`config.mk`:
```
export PLATFORM = sky130hd
export DESIGN_NAME = dbg_bus_seq
export DESIGN_NICKNAME = d
export VERILOG_FILES = /design/src/rtl/dbg_seq_pkg.sv /design/src/rtl/dbg_seq_addr_gen.sv /design/src/rtl/dbg_seq_watchdog.sv /design/src/rtl/dbg_bus_seq.sv
export SDC_FILE = /design/constraint.sdc
export NUM_CORES = 1
export LEC_CHECK = 0
export ABC_CLOCK_PERIOD_IN_PS = 2260
export CAP_MARGIN = 20
export CORE_ASPECT_RATIO = 2
export CORE_MARGIN = 3
export CORE_UTILIZATION = 40
export DETAILED_ROUTE_END_ITERATION = 7
export PLACE_DENSITY = 0.69
export SYNTH_ARGS = -nofsm -noshare
export SYNTH_HDL_FRONTEND = slang
export SYNTH_SLANG_ARGS = --single-unit
```
`constraint.sdc`:
```
create_clock -name clk -period 2.26 [get_ports clk]
set_input_delay 0.452 -clock clk [delete_from_list [all_inputs] [get_ports clk]]
set_output_delay 0.452 -clock clk [all_outputs]
set_load 0.02 [all_outputs]
```
`src/rtl/dbg_seq_pkg.sv`:
```
`timescale 1ns/1ps
package dbg_seq_pkg;

    typedef enum logic [2:0] {
        S_IDLE,
        S_REQ,
        S_CYC,
        S_GAP,
        S_RST
    } seq_state_e;

    localparam logic [1:0] KIND_READ  = 2'd0;
    localparam logic [1:0] KIND_WRITE = 2'd1;

    localparam logic [1:0] RSP_OK  = 2'd0;
    localparam logic [1:0] RSP_ERR = 2'd1;
    localparam logic [1:0] RSP_TMO = 2'd2;

endpackage

```
`src/rtl/dbg_seq_addr_gen.sv`:
```
`timescale 1ns/1ps
module dbg_seq_addr_gen #(
    parameter int AW = 16,
    parameter int CW = 8
) (
    input  logic          clk,
    input  logic          rst_n,
    input  logic          load,
    input  logic          step,
    input  logic [AW-1:0] start_addr,
    input  logic [CW-1:0] count,
    output logic [AW-1:0] addr,
    output logic          last
);

    logic [AW-1:0] addr_d, addr_q;
    logic [CW-1:0] rem_d, rem_q;

    always_comb begin
        addr_d = addr_q;
        rem_d  = rem_q;
        if (load) begin
            addr_d = start_addr;
            rem_d  = (count == '0) ? '0 : count - CW'(1);
        end else if (step) begin
            addr_d = addr_q + AW'(1);
            rem_d  = rem_q - CW'(1);
        end
    end

    always_ff @(posedge clk or negedge rst_n) begin
        if (!rst_n) begin
            addr_q <= '0;
            rem_q  <= '0;
        end else begin
            addr_q <= addr_d;
            rem_q  <= rem_d;
        end
    end

    assign addr = addr_q;
    assign last = (rem_q == '0);

endmodule

```
`src/rtl/dbg_seq_watchdog.sv`:
```
`timescale 1ns/1ps
module dbg_seq_watchdog #(
    parameter int LIMIT = 16
) (
    input  logic clk,
    input  logic rst_n,
    input  logic active,
    output logic expired
);

    localparam int CNTW = $clog2(LIMIT + 1);

    logic [CNTW-1:0] cnt_d, cnt_q;

    always_comb begin
        cnt_d = active ? cnt_q + CNTW'(1) : '0;
    end

    always_ff @(posedge clk or negedge rst_n) begin
        if (!rst_n) cnt_q <= '0;
        else        cnt_q <= cnt_d;
    end

    assign expired = active && (cnt_q == CNTW'(LIMIT - 1));

endmodule

```
`src/rtl/dbg_bus_seq.sv`:
```
`timescale 1ns/1ps
module dbg_bus_seq
    import dbg_seq_pkg::*;
#(
    parameter int AW         = 16,
    parameter int DW         = 16,
    parameter int CW         = 8,
    parameter int TO_LIMIT   = 16,
    parameter int RST_CYCLES = 4
) (
    input  logic          clk,
    input  logic          rst_n,
    input  logic          cmd_valid,
    output logic          cmd_ready,
    input  logic [1:0]    cmd_kind,
    input  logic [AW-1:0] cmd_addr,
    input  logic [DW-1:0] cmd_wdata,
    input  logic [CW-1:0] cmd_count,
    output logic          bus_req,
    input  logic          bus_gnt,
    output logic          bus_cyc,
    output logic          bus_stb,
    output logic          bus_we,
    output logic [AW-1:0] bus_adr,
    output logic [DW-1:0] bus_dat_o,
    input  logic [DW-1:0] bus_dat_i,
    input  logic          bus_ack,
    input  logic          bus_err,
    output logic          bus_rst,
    output logic          rsp_valid,
    output logic [1:0]    rsp_status,
    output logic [AW-1:0] rsp_addr,
    output logic [DW-1:0] rsp_data,
    output logic          done,
    output logic [1:0]    done_status
);

    localparam int RW = $clog2(RST_CYCLES + 1);

    typedef struct packed {
        seq_state_e    st;
        logic          we;
        logic          init;
        logic [DW-1:0] wdat;
        logic [RW-1:0] rcnt;
        logic          rsp_v;
        logic [1:0]    rsp_code;
        logic [AW-1:0] rsp_adr;
        logic [DW-1:0] rsp_dat;
        logic          done;
        logic [1:0]    done_code;
    } seq_t;

    seq_t          q, d;
    logic          load, step, last, expired, in_cyc;
    logic [AW-1:0] addr;
    logic [1:0]    code;

    assign in_cyc = (q.st == S_CYC);

    dbg_seq_addr_gen #(.AW(AW), .CW(CW)) u_addr (
        .clk        (clk),
        .rst_n      (rst_n),
        .load       (load),
        .step       (step),
        .start_addr (cmd_addr),
        .count      (cmd_count),
        .addr       (addr),
        .last       (last)
    );

    dbg_seq_watchdog #(.LIMIT(TO_LIMIT)) u_wdog (
        .clk     (clk),
        .rst_n   (rst_n),
        .active  (in_cyc),
        .expired (expired)
    );

    // response code: error beats acknowledge, acknowledge beats timeout
    always_comb begin
        if (bus_err)      code = RSP_ERR;
        else if (bus_ack) code = RSP_OK;
        else              code = RSP_TMO;
    end

    always_comb begin
        d       = q;
        d.rsp_v = 1'b0;
        d.done  = 1'b0;
        load    = 1'b0;
        step    = 1'b0;
        case (q.st)
            S_IDLE: begin
                if (cmd_valid) begin
                    load   = 1'b1;
                    d.we   = (cmd_kind == KIND_WRITE);
                    d.init = cmd_kind[1];
                    d.wdat = cmd_wdata;
                    d.rcnt = '0;
                    d.st   = S_REQ;
                end
            end
            S_REQ: begin
                if (bus_gnt) d.st = q.init ? S_RST : S_CYC;
            end
            S_CYC: begin
                if (bus_ack || bus_err || expired) begin
                    d.rsp_v    = 1'b1;
                    d.rsp_code = code;
                    d.rsp_adr  = addr;
                    if (q.we)                d.rsp_dat = q.wdat;
                    else if (code == RSP_OK) d.rsp_dat = bus_dat_i;
                    else                     d.rsp_dat = '0;
                    if ((code != RSP_OK) || last) begin
                        d.st        = S_IDLE;
                        d.done      = 1'b1;
                        d.done_code = code;
                    end else begin
                        d.st = S_GAP;
                        step = 1'b1;
                    end
                end
            end
            S_GAP: begin
                d.st = bus_gnt ? S_CYC : S_REQ;
            end
            S_RST: begin
                d.rcnt = q.rcnt + RW'(1);
                if (q.rcnt == RW'(RST_CYCLES - 1)) begin
                    d.st        = S_IDLE;
                    d.done      = 1'b1;
                    d.done_code = RSP_OK;
                end
            end
            default: d.st = S_IDLE;
        endcase
    end

    always_ff @(posedge clk or negedge rst_n) begin
        if (!rst_n) begin
            q.st        <= S_IDLE;
            q.we        <= 1'b0;
            q.init      <= 1'b0;
            q.wdat      <= '0;
            q.rcnt      <= '0;
            q.rsp_v     <= 1'b0;
            q.rsp_code  <= RSP_OK;
            q.rsp_adr   <= '0;
            q.rsp_dat   <= '0;
            q.done      <= 1'b0;
            q.done_code <= RSP_OK;
        end else begin
            q <= d;
        end
    end

    assign cmd_ready   = (q.st == S_IDLE);
    assign bus_req     = (q.st != S_IDLE);
    assign bus_cyc     = in_cyc;
    assign bus_stb     = in_cyc;
    assign bus_we      = in_cyc && q.we;
    assign bus_adr     = in_cyc ? addr : '0;
    assign bus_dat_o   = (in_cyc && q.we) ? q.wdat : '0;
    assign bus_rst     = (q.st == S_RST);
    assign rsp_valid   = q.rsp_v;
    assign rsp_status  = q.rsp_code;
    assign rsp_addr    = q.rsp_adr;
    assign rsp_data    = q.rsp_dat;
    assign done        = q.done;
    assign done_status = q.done_code;

endmodule

```
* Yosys cells after proc, flatten, opt, wreduce, memory -nomap -nowiden
Index checks and enable logic that the tools add are counted.
** Cells by class
- Reductions and logical operators :: 19
- $add $sub $neg :: 5
- Multiplexer cells :: 31
- Equality and inequality tests :: 12
** Operators by type and width (number)
- $mux 16 :: 6
- $mux 38 :: 1
- $mux 35 :: 1
- $mux 24 :: 1
- $mux 8 :: 3
- $mux 3 :: 6
- $add 16x1->16 const B :: 1
- $logic_not 8->1 :: 2
- $sub 8x1->8 const B :: 2
- $pmux 3 s5 :: 1
- $pmux 3 s2 :: 2
- $eq 3x2->1 const B :: 3
- $mux 2 :: 4
- $reduce_and 4->1 :: 2
- $reduce_bool 2->1 :: 4
- $ne 2x1->1 const B :: 3
- $reduce_and 2->1 :: 3
- $add 5x1->5 const B :: 1
- $eq 5x4->1 const B :: 1
- $mux 1 :: 5
- $mux 5 :: 1
- $ne 2x2->1 const B :: 2
- $add 3x1->3 const B :: 1
- $eq 3x1->1 const B :: 1
- other kinds (7) :: 10
** Storage, ports and cells
- Output and inout bits :: 76
- Register bits after elaboration :: 91
- Word-level logic and storage cells :: 81
- Input bits :: 64

* Depth between registers and ports, before layout
Gate-level depths: netlist of run 1.
- Depth after elaboration :: 9
- Depth in mapped cells :: 10
- Gate-level depth less buffers :: 8

* Hierarchy
Synthesis of run 1 repeated with hierarchy kept, for this count alone.
** Unflattened totals
- Cell total of the unflattened synthesis :: 435
- Area total of the unflattened synthesis :: 4868.4 sq um
** Modules (own cells, without submodules)
- dbg_bus_seq :: instances 1, seq. area each 1551.5 sq um, area each 3169.3 sq um, cells each 261
- dbg_seq_addr_gen :: instances 1, seq. area each 600.6 sq um, area each 1467.7 sq um, cells each 155
- dbg_seq_watchdog :: instances 1, seq. area each 125.1 sq um, area each 231.5 sq um, cells each 19

* Worst setup path before layout of run 1
Ideal clock, no wire load.
- Path kind :: reg2out
- Start :: register q[61] in the netlist's numbering
- End :: output port bus_dat_o[14]
- Stages on the path, launching flop included :: 8
- Buffers on the path :: 4
- Slack :: 0.030 ns
- Arrival :: 1.778 ns
- Data required time :: 1.808 ns
- Cells stage by stage :: dfrtp_1 buf_6 or3b_1 buf_6 clkinv_8 clkbuf_1 clkbuf_1 and3_1
** Between the ends
- Cells in the longest elaborated chain, start to end :: 3
** RTL lines
- start, declared :: line dbg_bus_seq.sv:54 : seq_t q, d;
- $eq 3x2->1 :: line dbg_bus_seq.sv:59 : assign in_cyc = (q.st == S_CYC);
- $logic_and 1x1->1 :: line dbg_bus_seq.sv:163 : assign bus_dat_o = (in_cyc && q.we) ? q.wdat : '0;
- $mux 16 :: line dbg_bus_seq.sv:163
- end, declared :: line dbg_bus_seq.sv:25 : output logic [DW-1:0] bus_dat_o,
Every way passes these cells.

* Worst setup path in the final report of run 1
- Start :: register q[61] in the netlist's numbering
- End :: register u_addr.addr_q[14] (netlist: u_addr.addr[14])
** Between the ends
- Cells in the longest elaborated chain, start to end :: 6
- Elaborated cells between the ends (all ways) :: 9
- Those cells by class :: 1 x eq/ne; 4 x mux; 4 x reduce/logical
** RTL lines
- $eq 3x2->1 :: line dbg_bus_seq.sv:59, dbg_bus_seq.sv:92
- $logic_and 1x1->1 :: line dbg_seq_watchdog.sv:24 : assign expired = active && (cnt_q == CNTW'(LIMIT - 1));
- $logic_or 1x1->1 :: line dbg_bus_seq.sv:107 : if (bus_ack || bus_err || expired) begin
- $mux 1 :: line dbg_bus_seq.sv:107
- $mux 1 :: line dbg_bus_seq.sv:92 : case (q.st)
- $reduce_bool 2->1 (no line)
- end signal, assigned :: line dbg_seq_addr_gen.sv:36 : addr_q <= addr_d;
- end, declared :: line dbg_seq_addr_gen.sv:16 : logic [AW-1:0] addr_d, addr_q;
Parallel ways exist; a longest one is shown, timed or not.
A chain may end at the register's enable or synchronous reset.

==> results of run 1 <==
-- per-stage QoR --
step / hold slack, ps / setup TNS (ps) / setup WS, ps / utilization, %
CTS: 83.60 / 0 / 0.3521 / 55.43
detailed placement: 453.4 / -1406 / -94.97 / 52.71
floorplan: 156.4 / 0 / 30.31 / -
global route: 101.4 / -91.92 / -75.92 / 54.18
finish: 67.23 / 0 / 7.802 / 54.18
global placement: 445.3 / -340.7 / -55.40 / 52.71
-- synthesized netlist by cell type (all sizes together), types with 2 or more instances --
cell type / count
a22o: 3
nand4: 4
o31ai: 11
nand2: 132
or4: 14
a211o: 2
nand2b: 2
a221oi: 3
o21ai: 23
clkinv: 2
ha: 9
dfrtp: 91
or3: 4
o211ai: 6
inv: 14
clkbuf: 28
nand3: 11
nor4: 2
o22a: 5
nor3b: 20
nor3: 6
a21oi: 25
xor2: 4
a31oi: 16
and3: 18
or3b: 2
nor2: 27
a211oi: 3
o311ai: 2
and2: 19
buf: 45
xnor2: 2
-- timing repair --
item                                    CTS  global route
gates resized for setup                 100            36
setup buffers                             1             0
endpoints found under the setup margin   38            41
pin swaps                                 1             1
cloned                                    1             1
-- layout make-up --
type | count | area share, %
clock buffer | 11 | 3.825
clock inverter | 5 | 0.5681
inverter | 16 | 1.098
multi-input combinational | 390 | 33.82
sequential | 91 | 34.46
tap | 147 | 2.784
timing repair buffer | 176 | 23.20
timing repair inverter | 1 | 0.2462
-- power by group through the flow --
stage | logic, mW | clock network, mW | registers (mW)
3_3_place_gp | 3.66 | 0 | 2.97
3_5_place_dp | 3.73 | 0 | 3.02
6_report | 3.71 | 1.44 | 3.01
4_1_cts | 3.74 | 1.47 | 2.99
5_1_grt | 4.05 | 1.53 | 3.11
2_1_floorplan | 2.60 | 0 | 2.78
-- flip-flops by register name (all words and copies together) (netlist names) --
signal,cells
rsp_status,2
rsp_addr,16
done_status,2
rsp_valid,1
u_wdog.cnt_q,5
q,24
u_addr.addr,16
rsp_data,16
done,1
u_addr.rem_q,8
-- metal layers --
layer | global-route usage (%) | routed length, um
met3 | 2.008 | 631
met2 | 39.04 | 8260
met1 | 22.21 | 5157
met5 | 0 | 0
met4 | 9.942 | 471
-- cells by family after synthesis --
family                     after synthesis
AOI/OAI and AO/OA                      105
xor gates and xnor gates                 6
adders and majority gates                9
buffers and inverters                   89
DFF                                     91
muxes                                    1
and+or+nand+nor                        268
-- worst paths after layout --
kind	endpoint	slack [ps]	startpoint
worst min-delay path	rsp_data[4]	70	rst_n
worst max-delay path	u_addr.addr[14]	8	q[61]
worst max register to register	u_addr.addr[14]	8	q[61]
worst min register to register	u_wdog.cnt_q[0]	470	u_wdog.cnt_q[0]
min in group clk	u_wdog.cnt_q[0]	470	u_wdog.cnt_q[0]
max in group asynchronous	rsp_data[9]	1570	rst_n
-- layout by cell type (no fill, tap or decap), types with 3 or more instances in the layout --
| cell | Yosys | final |
|---|---|---|
| or3_1 | 4 | 4 |
| a21oi_1 | 25 | 25 |
| nand4_1 | 4 | 4 |
| buf_12 | 0 | 3 |
| a221oi_1 | 3 | 3 |
| ha_1 | 9 | 9 |
| nand2_1 | 132 | 132 |
| buf_2 | 1 | 24 |
| inv_1 | 14 | 14 |
| xor2_1 | 4 | 4 |
| clkbuf_2 | 0 | 10 |
| nor3_1 | 6 | 5 |
| o31ai_1 | 11 | 11 |
| buf_4 | 38 | 35 |
| a22o_1 | 3 | 3 |
| and2_1 | 19 | 19 |
| or4_1 | 14 | 14 |
| o22a_1 | 5 | 5 |
| dfrtp_1 | 91 | 91 |
| nor3b_1 | 20 | 20 |
| o211ai_1 | 6 | 6 |
| clkbuf_16 | 0 | 9 |
| a31oi_1 | 16 | 16 |
| o21ai_0 | 23 | 23 |
| and3_1 | 18 | 18 |
| nor2_1 | 27 | 27 |
| nand3_1 | 11 | 11 |
| clkdlybuf4s50_1 | 0 | 101 |
-- critical path, stage by stage (launching register included) --
cell	delay, ps
dfrtp_1	380
or3b_4	490
clkinv_8	120
buf_4	170
o2111ai_4	190
or4_1	590
a31oi_1	210
==> qor.yml, run 1 <==
hold_buffers: 0
startpoint_type: "flop"
ys_seq_elements: 91
die_x_um: 84.90
nets: 758
antenna_left: 0
dr.pass1.iters: 4
internal-power_mw: 4.745
wl_mm: 14.52
h-tree-depth: 3
finalCritPeriodShare_pct: 99.65
grt_overflow_total: 0
switching_share_pct: 41.86
synthMuxAreaShare_pct: 0.2010
drt-wirelength-per-cell_um: 17.35
clock_latency_ps: 340
async_reset_ff_share_pct: 100.0
netlist_area_sq_um: 4980
max_freq_ghz: 0.4440
power.net_switching_mw: 3.415
grt_pass1_wl_mm: 22.36
root_buffer: "clkbuf_16"
yosysTopAreaCell: "dfrtp_1"
drt_iter0_drc: 271
power_mw: 8.160
cp.arrival_ps: 2510
io_buffers: 139
rows: 57
core_area_sq_um: 12200
synth_top_area_share_pct: 45.73
grt_antenna_before_repair: 0
ys.flop_type: "dfrtp_1"
comb_power_share_pct: 45.5
routabilityCongestion: 0.8315
status: "finished, final reports clean"
cts_tree: "yes"
end_kind: "flop"
worst_slew_pin_slew_ps: 502.0
synth_fa_ha_area_share_pct: 2.261
pwr-share-clk_pct: 17.7
clkTransAtPathRegs_ps: 70
die_h_um: 163.8
hold_viol: 0
cp.required_ps: 2520
cts_buffers: 9
stdcell_area_sq_um: 6608
rr_worst_depth: 6
dp.cells: 818
report.final.slew_viol_count: 0
drc: 0
synthToLayoutAreaGrowth_pct: 32.69
max-vdd-ir-drop_v: 0.0005864
worst_slew_margin_rel_pct: 66.53
synth_cells: 569
fin_crit_ps: 2252
avgSynthCellArea_sq_um: 8.752
hold_class: "primary input to asynchronous set/reset pin"
yosys.area_share.simple_pct: 26.48
final_cells: 837
synthTopCellsByArea: "dfrtp_1 (46%), nand2_1 (9.9%), buf_4 (5.7%), nor3b_1 (3.0%), a21oi_1 (2.5%)"
place_area_sq_um: 6429
cellPowerDensity_nw_per_um2: 1235
nFillCells: 1142
start_util_pct: 40.83
dieArea_sq_um: 13910
grt_usage_pct: 20.54
antennaDiodeCount: 0
synth_edf_count: 0
multiInputGateArea_sq_um: 2235
crit_path_max_fanout: 15
dp_hpwl_mm: 10.67
grt_pass1_vias: 4428
viasPerCell: 5.382
power_frac_seq_pct: 36.9
regArea_sq_um: 2277
synth_compound_area_share_pct: 13.97
synth_top_family_by_area: "simple AND/OR/NAND/NOR gates"
ctsLongestPathBuffers: 2
synth_xor_xnor_area_share_pct: 1.055
leakagePower_nw: 3.060
yosysUniqueCellTypes: 52
drv_cap: 0
drive_above_1_share_pct: 14.49
worstSetupPathType: "flop to flop"
setup_viol: 0
io-pin-count: 140
vias: 4505
ys_seq_area_share_pct: 45.73
syn-num-nets: 642
clock-sinks: 91
grt_max_degree: 51
finClkSkew_ps: 7.766
synth_warnings: 0
No activity file was read; power rests on OpenSTA's default activity.
==> run 2: changes to the inputs <==
--- a/config.mk
+++ b/config.mk
@@ -12,6 +12,7 @@
 export CORE_UTILIZATION = 40
 export DETAILED_ROUTE_END_ITERATION = 7
 export PLACE_DENSITY = 0.69
+export SLEW_MARGIN = 20
 export SYNTH_ARGS = -nofsm -noshare
 export SYNTH_HDL_FRONTEND = slang
 export SYNTH_SLANG_ARGS = --single-unit
==> results of run 2 <==
No change in the layout: final DEF, timing and power equal those of run 1.
